===== config.mk =====
export PLATFORM = sky130hd
export DESIGN_NAME = wfs_issue_sched
export DESIGN_NICKNAME = d
export VERILOG_FILES = /design/src/rtl/wfs_pkg.sv /design/src/rtl/wfs_ready_track.sv /design/src/rtl/wfs_rr_pick.sv /design/src/rtl/wfs_slot_ctrl.sv /design/src/rtl/wfs_stall_count.sv /design/src/rtl/wfs_issue_sched.sv
export SDC_FILE = /design/constraint.sdc
export NUM_CORES = 1
export LEC_CHECK = 0
export BUFFER_PORTS_ARGS = -buffer_cell sky130_fd_sc_hd__buf_2
export CORE_AREA = 4 4 135 111
export CTS_CLUSTER_SIZE = 40
export DETAILED_ROUTE_END_ITERATION = 6
export DIE_AREA = 0 0 139 115
export GPL_ROUTABILITY_DRIVEN = 0
export PLACE_DENSITY = 0.48
export REMOVE_ABC_BUFFERS = 1
export SYNTH_ARGS = -nofsm -noshare
export SYNTH_HDL_FRONTEND = slang
export SYNTH_SLANG_ARGS = --single-unit
export TNS_END_PERCENT = 5

===== constraint.sdc =====
create_clock -name clk -period 5.3 [get_ports clk]
set_clock_uncertainty 0.05 [all_clocks]
set_input_delay 1.06 -clock clk [delete_from_list [all_inputs] [get_ports clk]]
set_output_delay 1.06 -clock clk [all_outputs]
set_load 0.005 [all_outputs]

===== src/rtl/wfs_pkg.sv =====
package wfs_pkg;

    localparam int unsigned WFS_NUM_WF_DEF     = 8;
    localparam int unsigned WFS_WF_THREADS_DEF = 64;
    localparam int unsigned WFS_LANES_DEF      = 16;
    localparam int unsigned WFS_RESULT_LAT_DEF = 8;
    localparam int unsigned WFS_STALL_W_DEF    = 16;

    typedef enum logic {
        SLOT_IDLE  = 1'b0,
        SLOT_ISSUE = 1'b1
    } slot_e;

    // Index width for a count of n items, never below one bit.
    function automatic int unsigned id_width(input int unsigned n);
        return (n > 1) ? $clog2(n) : 1;
    endfunction

    // Beats one instruction takes on the SIMD engine.
    function automatic int unsigned beats_per_instr(input int unsigned threads,
                                                    input int unsigned lanes);
        return (threads + lanes - 1) / lanes;
    endfunction

endpackage


===== src/rtl/wfs_ready_track.sv =====
module wfs_ready_track
    import wfs_pkg::*;
#(
    parameter int unsigned NUM_WF     = WFS_NUM_WF_DEF,
    parameter int unsigned RESULT_LAT = WFS_RESULT_LAT_DEF,
    parameter int unsigned IDW        = id_width(WFS_NUM_WF_DEF)
) (
    input  logic              clk,
    input  logic              rst,
    input  logic [NUM_WF-1:0] wf_valid,
    input  logic [NUM_WF-1:0] wf_dep,
    input  logic              launch,
    input  logic [IDW-1:0]    launch_id,
    output logic [NUM_WF-1:0] eligible
);

    localparam int unsigned CW     = id_width(RESULT_LAT);
    localparam logic [CW-1:0] LOAD = CW'(RESULT_LAT - 1);

    for (genvar w = 0; w < NUM_WF; w++) begin : g_wf
        logic [CW-1:0] wait_q;

        // wait_q counts down the cycles left until this wavefront's last result is usable.
        always_ff @(posedge clk) begin
            if (rst) begin
                wait_q <= '0;
            end else if (launch && (launch_id == IDW'(w))) begin
                wait_q <= LOAD;
            end else if (wait_q != '0) begin
                wait_q <= wait_q - CW'(1);
            end
        end

        assign eligible[w] = wf_valid[w] && (!wf_dep[w] || (wait_q == '0));
    end

endmodule


===== src/rtl/wfs_rr_pick.sv =====
module wfs_rr_pick
    import wfs_pkg::*;
#(
    parameter int unsigned NUM_WF = WFS_NUM_WF_DEF,
    parameter int unsigned IDW    = id_width(WFS_NUM_WF_DEF)
) (
    input  logic [NUM_WF-1:0] req,
    input  logic [IDW-1:0]    last_id,
    output logic              any,
    output logic [IDW-1:0]    pick_id
);

    logic [IDW:0] idx;

    // Search starts one past the last winner and wraps.
    always_comb begin
        any     = 1'b0;
        pick_id = '0;
        idx     = '0;
        for (int i = 1; i <= NUM_WF; i++) begin
            idx = {1'b0, last_id} + (IDW + 1)'(i);
            if (idx >= (IDW + 1)'(NUM_WF)) begin
                idx = idx - (IDW + 1)'(NUM_WF);
            end
            if (!any && req[idx[IDW-1:0]]) begin
                any     = 1'b1;
                pick_id = idx[IDW-1:0];
            end
        end
    end

endmodule


===== src/rtl/wfs_slot_ctrl.sv =====
module wfs_slot_ctrl
    import wfs_pkg::*;
#(
    parameter int unsigned NUM_WF = WFS_NUM_WF_DEF,
    parameter int unsigned BEATS  = 4,
    parameter int unsigned IDW    = id_width(WFS_NUM_WF_DEF),
    parameter int unsigned QW     = 2
) (
    input  logic           clk,
    input  logic           rst,
    input  logic           pick_any,
    input  logic [IDW-1:0] pick_id,
    output logic           decide,
    output logic           launch,
    output logic [IDW-1:0] last_id,
    output logic           issue_strobe,
    output logic [QW-1:0]  issue_quarter,
    output logic [IDW-1:0] issue_wf
);

    slot_e          state_q;
    logic [QW-1:0]  beat_q;
    logic [IDW-1:0] wf_q;
    logic [IDW-1:0] last_q;

    assign decide = (state_q == SLOT_IDLE) || (beat_q == QW'(BEATS - 1));
    assign launch = decide && pick_any;

    always_ff @(posedge clk) begin
        if (rst) begin
            state_q <= SLOT_IDLE;
            beat_q  <= '0;
            wf_q    <= '0;
            last_q  <= IDW'(NUM_WF - 1);
        end else if (decide) begin
            beat_q <= '0;
            if (pick_any) begin
                state_q <= SLOT_ISSUE;
                wf_q    <= pick_id;
                last_q  <= pick_id;
            end else begin
                state_q <= SLOT_IDLE;
            end
        end else begin
            beat_q <= beat_q + QW'(1);
        end
    end

    assign last_id       = last_q;
    assign issue_strobe  = (state_q == SLOT_ISSUE);
    assign issue_quarter = beat_q;
    assign issue_wf      = wf_q;

endmodule


===== src/rtl/wfs_stall_count.sv =====
module wfs_stall_count
    import wfs_pkg::*;
#(
    parameter int unsigned STALL_W = WFS_STALL_W_DEF
) (
    input  logic               clk,
    input  logic               rst,
    input  logic               bump,
    output logic [STALL_W-1:0] count
);

    logic [STALL_W-1:0] cnt_q;

    always_ff @(posedge clk) begin
        if (rst) begin
            cnt_q <= '0;
        end else if (bump && (cnt_q != '1)) begin
            cnt_q <= cnt_q + STALL_W'(1);
        end
    end

    assign count = cnt_q;

endmodule


===== src/rtl/wfs_issue_sched.sv =====
module wfs_issue_sched
    import wfs_pkg::*;
#(
    parameter int unsigned NUM_WF     = WFS_NUM_WF_DEF,
    parameter int unsigned WF_THREADS = WFS_WF_THREADS_DEF,
    parameter int unsigned LANES      = WFS_LANES_DEF,
    parameter int unsigned RESULT_LAT = WFS_RESULT_LAT_DEF,
    parameter int unsigned STALL_W    = WFS_STALL_W_DEF,
    parameter int unsigned IDW        = id_width(NUM_WF),
    parameter int unsigned QW         = id_width(beats_per_instr(WF_THREADS, LANES))
) (
    input  logic               clk,
    input  logic               rst,
    input  logic [NUM_WF-1:0]  wf_valid,
    input  logic [NUM_WF-1:0]  wf_dep,
    output logic               issue_strobe,
    output logic [QW-1:0]      issue_quarter,
    output logic [IDW-1:0]     issue_wf,
    output logic [STALL_W-1:0] stall_count
);

    localparam int unsigned BEATS = beats_per_instr(WF_THREADS, LANES);

    logic [NUM_WF-1:0] eligible;
    logic              pick_any;
    logic [IDW-1:0]    pick_id;
    logic              decide;
    logic              launch;
    logic [IDW-1:0]    last_id;
    logic              idle_bump;

    wfs_ready_track #(
        .NUM_WF    (NUM_WF),
        .RESULT_LAT(RESULT_LAT),
        .IDW       (IDW)
    ) i_track (
        .clk      (clk),
        .rst      (rst),
        .wf_valid (wf_valid),
        .wf_dep   (wf_dep),
        .launch   (launch),
        .launch_id(pick_id),
        .eligible (eligible)
    );

    wfs_rr_pick #(
        .NUM_WF(NUM_WF),
        .IDW   (IDW)
    ) i_pick (
        .req    (eligible),
        .last_id(last_id),
        .any    (pick_any),
        .pick_id(pick_id)
    );

    wfs_slot_ctrl #(
        .NUM_WF(NUM_WF),
        .BEATS (BEATS),
        .IDW   (IDW),
        .QW    (QW)
    ) i_slot (
        .clk          (clk),
        .rst          (rst),
        .pick_any     (pick_any),
        .pick_id      (pick_id),
        .decide       (decide),
        .launch       (launch),
        .last_id      (last_id),
        .issue_strobe (issue_strobe),
        .issue_quarter(issue_quarter),
        .issue_wf     (issue_wf)
    );

    assign idle_bump = decide && !pick_any && (|wf_valid);

    wfs_stall_count #(
        .STALL_W(STALL_W)
    ) i_stall (
        .clk  (clk),
        .rst  (rst),
        .bump (idle_bump),
        .count(stall_count)
    );

endmodule


---- After elaboration in Yosys (flattened, before gate mapping) ----
Index checks and enable logic that the tools add are counted.
storage, ports and cells
  register bits after elaboration ......... 49
  bits of input ports ..................... 18
  output and inout bits ................... 22
cells by class
  $add $sub $neg .......................... 26
  magnitude comparators ................... 16
  equal/unequal tests ..................... 9
  muxes and demuxes ....................... 57
  bitwise logic cells ..................... 1
  reductions and logical operators ........ 80
operators by type and width
  operator                                                  number
  2-to-1 mux 3 bit                                          32
  subtractor 3 x 1 -> 3 bit, second input constant          16
  greater-or-equal comparator 4 bit, second input constant  8
  < comparator 3 x 4 -> 1 bit, second input constant        8
  logical AND 1 bit                                         27
  logical NOT 3 bit                                         9
  binary-select mux 1 bit (select 3 bit)                    8
  nonzero test 3 bit                                        8
  2-to-1 mux 1 bit                                          17
  adder 16 x 1 -> 16 bit, second input constant             1
  adder 3 x 3 -> 4 bit, second input constant               4
  logical NOT 1 bit                                         16
  != test 16 bit, second input constant                     1
  nonzero test 2 bit                                        8
  == test 3 bit, second input constant                      4
  logical OR 1 bit                                          9
  adder 3 x 2 -> 4 bit, second input constant               2
  OR reduction 8 bit                                        1
  == test 3 x 2 -> 1 bit, second input constant             2
  adder 3 x 1 -> 4 bit, second input constant               1
  adder 3 x 4 -> 4 bit, second input constant               1
  == test 3 x 1 -> 1 bit, second input constant             1
  adder 2 x 1 -> 2 bit, second input constant               1
  == test 2 bit, second input constant                      1
  other kinds (3)                                           3

---- Longest topological paths before layout ----
Gate-level depths: netlist of the first run.
  word-level depth ........................ 31
  gate-level depth with buffers ........... 16

---- Cells and area by module ----
Synthesis of the first run repeated with hierarchy kept, for this count alone.
unflattened totals
  cells, all modules ...................... 401
  area total of the unflattened synthesis .. 3515.9 µm²
by module, submodules not included
  module           times used  cells each  area each (µm²)  sequential area each (µm²)
  wfs_ready_track  1           160         1345.0           480.5
  wfs_rr_pick      1           104         955.9            0.0
  wfs_stall_count  1           99          848.3            320.3
  wfs_slot_ctrl    1           34          330.3            180.2
  wfs_issue_sched  1           4           36.3             0.0

---- Worst setup path before layout of the first run ----
Ideal clock, no wire load.
  path type ............................... register -> register
  start ................................... reg i_slot.last_q[0], in the netlist i_slot.last_id[0]
  end ..................................... reg i_track.g_wf[5].wait_q[2]
  setup time .............................. 138 ps
  arrival time ............................ 3520 ps
  data required time ...................... 5112 ps
  setup slack ............................. 1592 ps
  stages on the path, launching flop included .. 15
  buffers on the path ..................... 4
  cells stage by stage .................... dfxtp_1 buf_2 inv_1 buf_1 ha_1 inv_2 buf_2 mux4_1 or3_1 o31a_1 o31ai_1 nor2_1 nand2_1 buf_4 o32ai_1
on the way
  cells in the longest elaborated chain, start to end .. 30
  elaborated cells on any way between the ends .. 83
ends and longest elaborated chain
  what                                                                            RTL line                                    text
  start, declared                                                                 wfs_slot_ctrl.sv:24                         logic [IDW-1:0] last_q;
  start signal, assigned                                                          wfs_slot_ctrl.sv:34                         last_q <= IDW'(NUM_WF - 1);
  start signal, assigned                                                          wfs_slot_ctrl.sv:40                         last_q <= pick_id;
  adder 3 x 1 -> 4 bit                                                            wfs_rr_pick.sv:21                           idx = {1'b0, last_id} + (IDW + 1)'(i);
  greater-or-equal comparator 4 bit or subtractor 3 x 1 -> 3 bit (tied branches)  wfs_rr_pick.sv:22, wfs_rr_pick.sv:23
  2-to-1 mux 3 bit                                                                wfs_rr_pick.sv:22                           if (idx >= (IDW + 1)'(NUM_WF)) begin
  binary-select mux 1 bit (select 3 bit)                                          wfs_rr_pick.sv:25                           if (!any && req[idx[IDW-1:0]]) begin
  2-to-1 mux 1 bit (not written as such)                                          wfs_rr_pick.sv:25
  2-to-1 mux 1 bit                                                                wfs_rr_pick.sv:25
  logical NOT 1 bit                                                               wfs_rr_pick.sv:25
  logical AND 1 bit                                                               wfs_rr_pick.sv:25
  (+14 left out)                                                                  -
  logical AND 1 bit                                                               wfs_rr_pick.sv:25
  2-to-1 mux 1 bit                                                                wfs_rr_pick.sv:25
  logical NOT 1 bit                                                               wfs_rr_pick.sv:25
  logical AND 1 bit                                                               wfs_rr_pick.sv:25
  2-to-1 mux 3 bit or 2-to-1 mux 1 bit (tied branches)                            wfs_rr_pick.sv:25
  == test 3 bit or logical AND 1 bit (tied branches)                              wfs_ready_track.sv:27, wfs_slot_ctrl.sv:27
  logical AND 1 bit (*)                                                           wfs_ready_track.sv:27                       end else if (launch && (launch_id == IDW'(w))) begin
  2-to-1 mux 3 bit or nonzero test 2 bit (tied branches)                          -
  end signal, assigned                                                            wfs_ready_track.sv:30                       wait_q <= wait_q - CW'(1);
  end, declared                                                                   wfs_ready_track.sv:21                       logic [CW-1:0] wait_q;
Mark *: on every way between the ends. The rest lies on a longest branch, timed or not. The select of a mux whose other input is x is not followed.
A chain may end at the register's enable or synchronous reset.

---- Worst setup path in the final report of the first run ----
  start ................................... reg i_slot.last_q[1], in the netlist i_slot.last_id[1]
  end ..................................... reg i_track.g_wf[6].wait_q[2]
on the way
  cells in the longest elaborated chain, start to end .. 30
  elaborated cells on any way between the ends .. 83
ends and longest elaborated chain
  what                                                                            RTL line
  adder 3 x 1 -> 4 bit                                                            wfs_rr_pick.sv:21
  greater-or-equal comparator 4 bit or subtractor 3 x 1 -> 3 bit (tied branches)  wfs_rr_pick.sv:22, wfs_rr_pick.sv:23
  2-to-1 mux 3 bit                                                                wfs_rr_pick.sv:22
  binary-select mux 1 bit (select 3 bit)                                          wfs_rr_pick.sv:25
  2-to-1 mux 1 bit (not written as such)                                          wfs_rr_pick.sv:25
  2-to-1 mux 1 bit                                                                wfs_rr_pick.sv:25
  logical NOT 1 bit                                                               wfs_rr_pick.sv:25
  logical AND 1 bit                                                               wfs_rr_pick.sv:25
  (+14 left out)                                                                  -
  logical AND 1 bit                                                               wfs_rr_pick.sv:25
  2-to-1 mux 1 bit                                                                wfs_rr_pick.sv:25
  logical NOT 1 bit                                                               wfs_rr_pick.sv:25
  logical AND 1 bit                                                               wfs_rr_pick.sv:25
  2-to-1 mux 3 bit or 2-to-1 mux 1 bit (tied branches)                            wfs_rr_pick.sv:25
  == test 3 bit or logical AND 1 bit (tied branches)                              wfs_ready_track.sv:27, wfs_slot_ctrl.sv:27
  logical AND 1 bit (*)                                                           wfs_ready_track.sv:27
  2-to-1 mux 3 bit or nonzero test 2 bit (tied branches)                          -
  end signal, assigned                                                            wfs_ready_track.sv:30
  end, declared                                                                   wfs_ready_track.sv:21
Marked as above.

==> metrics.yaml, run 1 <==
layout-drive-gt1-share: 0.211
relSlewSlack: 0.354
hold_buffers: 0
first_global_vias: 3393
final_nets: 526
floorplan.core_area_um2: 13500
crit_path_max_incr_delay_ns: 0.76
seq_area_frac_synth: 0.242
top_level_ports: 40
cts-root-to-sink-buffers: 2
setup_tns_ns: 0
vias: 3570
dieWidth_um: 139
synth.top_cell.area_share: 0.242
postCtsSetupBuffers: 0
globalRouteOverflowTotal: 0
die_area_um2: 16000
critical_path.top_delay_family: "simple AND/OR/NAND/NOR gates"
critical_path_fanout_max: 16
netlist_area_um2: 4050
die-height_um: 115
post_cts.resized_instances: 0
drt.antenna.violating_nets: 0
maxCapViolCount: 0
finalWorstPathRequiredPeriod_ns: 4.51
dp.final_hpwl_mm: 8.25
netlist-cell-type-count: 68
timing.critical_path.to_type: "flop"
groute.usage.overall: 0.140
synth_edf_count: 0
num_antenna_cells: 0
cell_accounting_for_the_most_synthesized_area: "dfxtp_1"
wl_per_cell_um: 16.6
clkLatencyLatePin_ns: 0.29
clock_tree.root_cell: "clkbuf_16"
fmaxAchievable_ghz: 0.221
tritoncts: "done"
pin_count_of_the_biggest_net_entering_global_routing: 52
min_period_over_period: 0.852
routed_via_density: 5.34
final_cells: 669
setup_viol: 0
place.port_buffers: 39
worstSetupPathDepth: 10
hold_viol: 0
drtPass1Iterations: 5
grt_first_pass_wirelength_mm: 18.3
start_kind: "flop"
finish.utilization: 0.335
synthesis.instances: 460
initialDrtViolationCount: 253
setup.worst_path.class: "reg -> reg"
core.rowCount: 38
synthesis_stage_register_bit_count: 49
setup_repair_after_global_routing_missed_its_margin: "no"
async_reset_ff_frac: 0
cells_taking_the_most_area_after_synthesis: "dfxtp_1, ha_1, xnor2_1"
ys_dominant_reg_cell: "dfxtp_1"
grt_antenna_before_repair: 0
finalMaxSlewViolations: 0
clkSinkCount: 49
min_path_cells: 1
cp_cell_sequence: "clkinv_1, ha_1, inv_2, o211ai_1, and4_4, or4_1, a2111oi_2, nor3_1, nor2_1, o32ai_2"
timing.critical_path.slowest_stage_cell: "nor2_1"
htree_levels: 2
synth.yosys.warnings: 0
totalWireLength_mm: 11.1
worstPathArrival_ns: 4.60
worst_setup_hold_path_clk_slew_ns: 0.07
max-vdd-ir-drop_v: 0.000241
drc: 0
outcome: "finished clean"
reg2reg_depth: 10
place.detailed.instances: 661
floorplan.initialDensity: 0.300
critical_path_required_ns: 5.38
total_power_mw: 3.02
synthToLayoutAreaGrowth_pct: 11.7
postSynthAreaPerCell_um2: 8.81
cellPowerDensity_nw_per_um2: 667
max_slew.worst_pin.slew_ns: 0.966
cp_num_buf_inv: 2
total_leakage_power_nw: 1.77
cts-buffers-inserted: 5
worstHoldPathType: "reg -> reg"
metrics by stage:
| stage | hold slack [ns] | setup WS (ns) | instance area [µm²] |
|---|---|---|---|
| 3_5_place_dp | 0.402 | 0.813 | 4390 |
| 6_report | 0.418 | 0.785 | 4530 |
| 3_3_place_gp | 0.398 | 0.873 | 4390 |
| 4_1_cts | 0.417 | 0.802 | 4530 |
| 5_1_grt | 0.429 | 0.435 | 4530 |
| 2_1_floorplan | 0.397 | 0.851 | 3910 |
where the power goes:
part | switching (mW) | internal (mW) | leakage, nW
Clock | 0.143 | 0.176 | 0.0712
Combinational | 1.34 | 0.841 | 1.30
Sequential | 0.0546 | 0.468 | 0.403
layout make-up:
| class | instances | area, µm² |
|---|---|---|
| clock buffer | 6 | 129 |
| clock inverter | 2 | 13.8 |
| fill | 1422 | 8970 |
| inverter | 25 | 93.8 |
| multi-input combinational | 360 | 2830 |
| sequential | 49 | 981 |
| tap | 180 | 225 |
| timing repair buffer | 47 | 255 |
per-layer routing:
metal	vias up	wire length, µm	global-route usage
met4	0	87	0.0222
met3	12	778	0.0337
met1	1701	5690	0.212
met5	-	0	0
met2	100	4530	0.205
li1	1757	-	-
placed cells by master, fill, tap and decap left out, drive strengths merged, types with 7 or more instances in the layout:
cell    synthesis  layout
o32ai          17      17
nand2          33      33
a21oi          27      27
a211oi         11      11
o21ai           8       8
nand2b         18      18
nand3           9       9
nor3           15      15
mux2i          18      18
nor2           45      45
a21boi          7       7
buf            19      47
mux4            9       9
dfxtp          49      49
nor4           20      20
xnor2          24      24
o31ai           8       8
ha             20      20
inv            24      25
worst paths after layout:
check / end / slack [ns] / from
worst max register to register: i_track.g_wf[6].wait_q[2] / 0.79 / i_slot.last_id[1]
worst min-delay path: i_slot.issue_quarter[0] / 0.42 / i_slot.issue_quarter[0]
worst min register to register: i_slot.issue_quarter[0] / 0.42 / i_slot.issue_quarter[0]
worst max-delay path: i_track.g_wf[6].wait_q[2] / 0.79 / i_slot.last_id[1]
synthesized netlist by cell type, types with 6 or more instances:
master and n:
xnor2_1 24, ha_1 20, and3_1 6, mux4_2 7, nor2_1 45, nor3_1 15
nand2b_1 13, dfxtp_1 49, a21oi_1 25, o31ai_1 8, nor4_1 11, o21ai_0 8
o32ai_2 6, a211oi_1 9, o32ai_1 11, clkbuf_1 7, and2_1 6, inv_1 23
nor4_2 6, nand3_1 9, nand2_1 33, mux2i_1 18, buf_2 8
registers in the layout, indices dropped and copies added, names as in the netlist:
register and flops:
i_slot.issue_strobe 1, i_slot.last_id 3, i_slot.issue_wf 3, i_slot.issue_quarter 2
i_stall.count 16, i_track.g_wf.wait_q 24
kinds of logic (layout without fill, tap and decap cells):
logic type      Yosys count  count (layout)  share of synthesized area
simple gates            171             171                      0.253
compound gates          111             111                      0.217
buf+inv                  51              80                     0.0599
flops                    49              49                      0.242
mux                      32              32                      0.110
xor+xnor                 26              26                     0.0562
fa+ha+maj                20              20                     0.0617
Power figures use the tool's default switching activity.
==> run 2: changes to the inputs <==
--- a/config.mk
+++ b/config.mk
@@ -6,12 +6,12 @@
 export NUM_CORES = 1
 export LEC_CHECK = 0
 export BUFFER_PORTS_ARGS = -buffer_cell sky130_fd_sc_hd__buf_2
-export CORE_AREA = 4 4 135 111
+export CORE_AREA = 4 4 91 93
 export CTS_CLUSTER_SIZE = 40
 export DETAILED_ROUTE_END_ITERATION = 6
-export DIE_AREA = 0 0 139 115
+export DIE_AREA = 0 0 95 97
 export GPL_ROUTABILITY_DRIVEN = 0
-export PLACE_DENSITY = 0.48
+export PLACE_DENSITY = 0.76
 export REMOVE_ABC_BUFFERS = 1
 export SYNTH_ARGS = -nofsm -noshare
 export SYNTH_HDL_FRONTEND = slang
==> run 2 against run 1 <==
- core utilization grew 25 points
- first-iteration DRC count up 27%
- worst hold slack gained 0.011 ns
- cell area shrank 3.3%
- sequential power increased by 1%
- cell count shrank 12%
- flip-flop and latch count stayed put
- setup slack improved by 0.36 ns
- sequential share of layout area grew 0.73 points
- die area shrank 42%
- register-to-register slack better by 0.36 ns
==> metrics.yaml, run 2 (synthesis results as in run 1) <==
outcome: "finished clean"
cellPowerDensity_nw_per_um2: 677
clkLatencyLatePin_ns: 0.31
floorplan.initialDensity: 0.539
finalWorstPathRequiredPeriod_ns: 4.15
clock_tree.root_cell: "clkbuf_8"
total_leakage_power_nw: 1.75
worstSetupPathDepth: 12
timing.critical_path.slowest_stage_cell: "nor4_1"
max_slew.worst_pin.slew_ns: 0.969
totalWireLength_mm: 10.2
hold_viol: 0
min_period_over_period: 0.783
min_path_cells: 2
final_common_cell: "dfxtp_1"
p_sw_frac: 0.509
first_global_vias: 3583
groute.usage.overall: 0.226
wl_per_cell_um: 17.4
pin_count_of_the_biggest_net_entering_global_routing: 52
critical_path.top_delay_family: "simple AND/OR/NAND/NOR gates"
maxCapViolCount: 0
start_kind: "flop"
timing.reg2reg.setup_slack_ns: 1.15
max-vdd-ir-drop_v: 0.000402
setup_tns_ns: 0
setup_repair_after_global_routing_missed_its_margin: "no"
mostFrequentLayoutCells: "dfxtp_1, nor2_1, buf_2"
comb_power_share: 0.732
relSlewSlack: 0.354
grt_antenna_before_repair: 0
globalRouteOverflowTotal: 0
core.rowCount: 32
power.share.sequential: 0.178
worstPathArrival_ns: 4.25
fmaxAchievable_ghz: 0.241
cpMostUsedCell: "nor4_1"
dp.final_hpwl_mm: 7.73
crit_path_max_incr_delay_ns: 0.63
hold_buffers: 0
setup.worst_path.class: "reg -> reg"
routed_via_density: 6.30
power_frac_clock: 0.090
drt.antenna.violating_nets: 0
final_nets: 524
finalMaxSlewViolations: 0
die-height_um: 97
vias: 3703
timing.critical_path.to_type: "flop"
cp_num_buf_inv: 3
synthToLayoutAreaGrowth_pct: 8.06
dieWidth_um: 95
drtPass1Iterations: 5
top_level_ports: 40
worst_setup_hold_path_clk_slew_ns: 0.10
cts-root-to-sink-buffers: 2
post_cts.resized_instances: 0
internal_power_mw: 1.46
place.port_buffers: 39
critical_path_fanout_max: 16
htree_levels: 2
floorplan.core_area_um2: 7530
reg2reg_depth: 12
die_area_um2: 9220
total_power_mw: 2.97
drc: 0
critical_path_required_ns: 5.40
num_antenna_cells: 0
cts-buffers-inserted: 5
setup_ws_ns: 1.15
cp_cell_sequence: "clkinv_1, ha_1, inv_2, o211ai_1, and4_4, nor4_1, nor4_1, a2111oi_2, nor3_1, nor2_1, buf_4, o32ai_1"
largest_reg_flops: 24
nFillCells: 702
final_design_area_no_fill_um2: 4380
grt_first_pass_wirelength_mm: 17.0
layout-drive-gt1-share: 0.208
initialDrtViolationCount: 321
pre_cts_ws_ns: 1.21
switching_power_mw: 1.51
postCtsSetupBuffers: 0
worstHoldPathType: "reg -> reg"
placed_area_um2: 4270
clkSinkCount: 49
setup_viol: 0
tritoncts: "done"
regMostFlops: "i_track.g_wf.wait_q"
-- run 2: worst paths after layout --
path	from	endpoint
hold reg to reg	i_slot.issue_wf[1]	i_slot.issue_wf[1]
hold / removal	i_slot.issue_wf[1]	i_slot.issue_wf[1]
setup reg to reg	i_slot.last_id[1]	i_track.g_wf[3].wait_q[2]
setup / recovery	i_slot.last_id[1]	i_track.g_wf[3].wait_q[2]
-- run 2: power groups by stage --
stage / clock network (mW) / logic [mW] / registers, mW
global placement: 0 / 2.06 / 0.532
finish: 0.266 / 2.17 / 0.528
global route: 0.285 / 2.36 / 0.541
floorplan: 0 / 1.60 / 0.552
CTS: 0.269 / 2.14 / 0.529
detailed placement: 0 / 2.13 / 0.536
-- run 2: layout make-up --
type / instances / area, µm² / area share
multi-input cells: 360 / 2830 / 0.646
clock inverters: 2 / 38.8 / 0.00885
repair buffers: 45 / 240 / 0.0548
clock buffers: 5 / 68.8 / 0.0157
flip-flops and latches: 49 / 981 / 0.224
well taps: 102 / 128 / 0.0291
inverters: 25 / 93.8 / 0.0214
-- run 2: per-layer routing --
layer,track usage,vias to the layer above,part of all wire
li1,-,1749,-
met1,0.287,1791,0.42
met2,0.378,135,0.49
met3,0.0350,28,0.054
met4,0.0888,0,0.030
met5,0,-,0
-- run 2: through the flow --
stage	cells	hold WS [ns]	utilization
after floorplan	434	0.397	-
after global placement	581	0.395	0.568
after detailed placement	581	0.420	0.568
after CTS	588	0.433	0.582
after global routing	588	0.448	0.582
final	588	0.429	0.582
-- run 2: worst register-to-register path: stages (launching register included) --
cell	delay, ns
dfxtp_1	0.34
clkinv_1	0.23
ha_1	0.54
inv_2	0.34
o211ai_1	0.20
and4_4	0.23
nor4_1	0.63
nor4_1	0.15
a2111oi_2	0.31
nor3_1	0.13
nor2_1	0.48
buf_4	0.26
o32ai_1	0.10
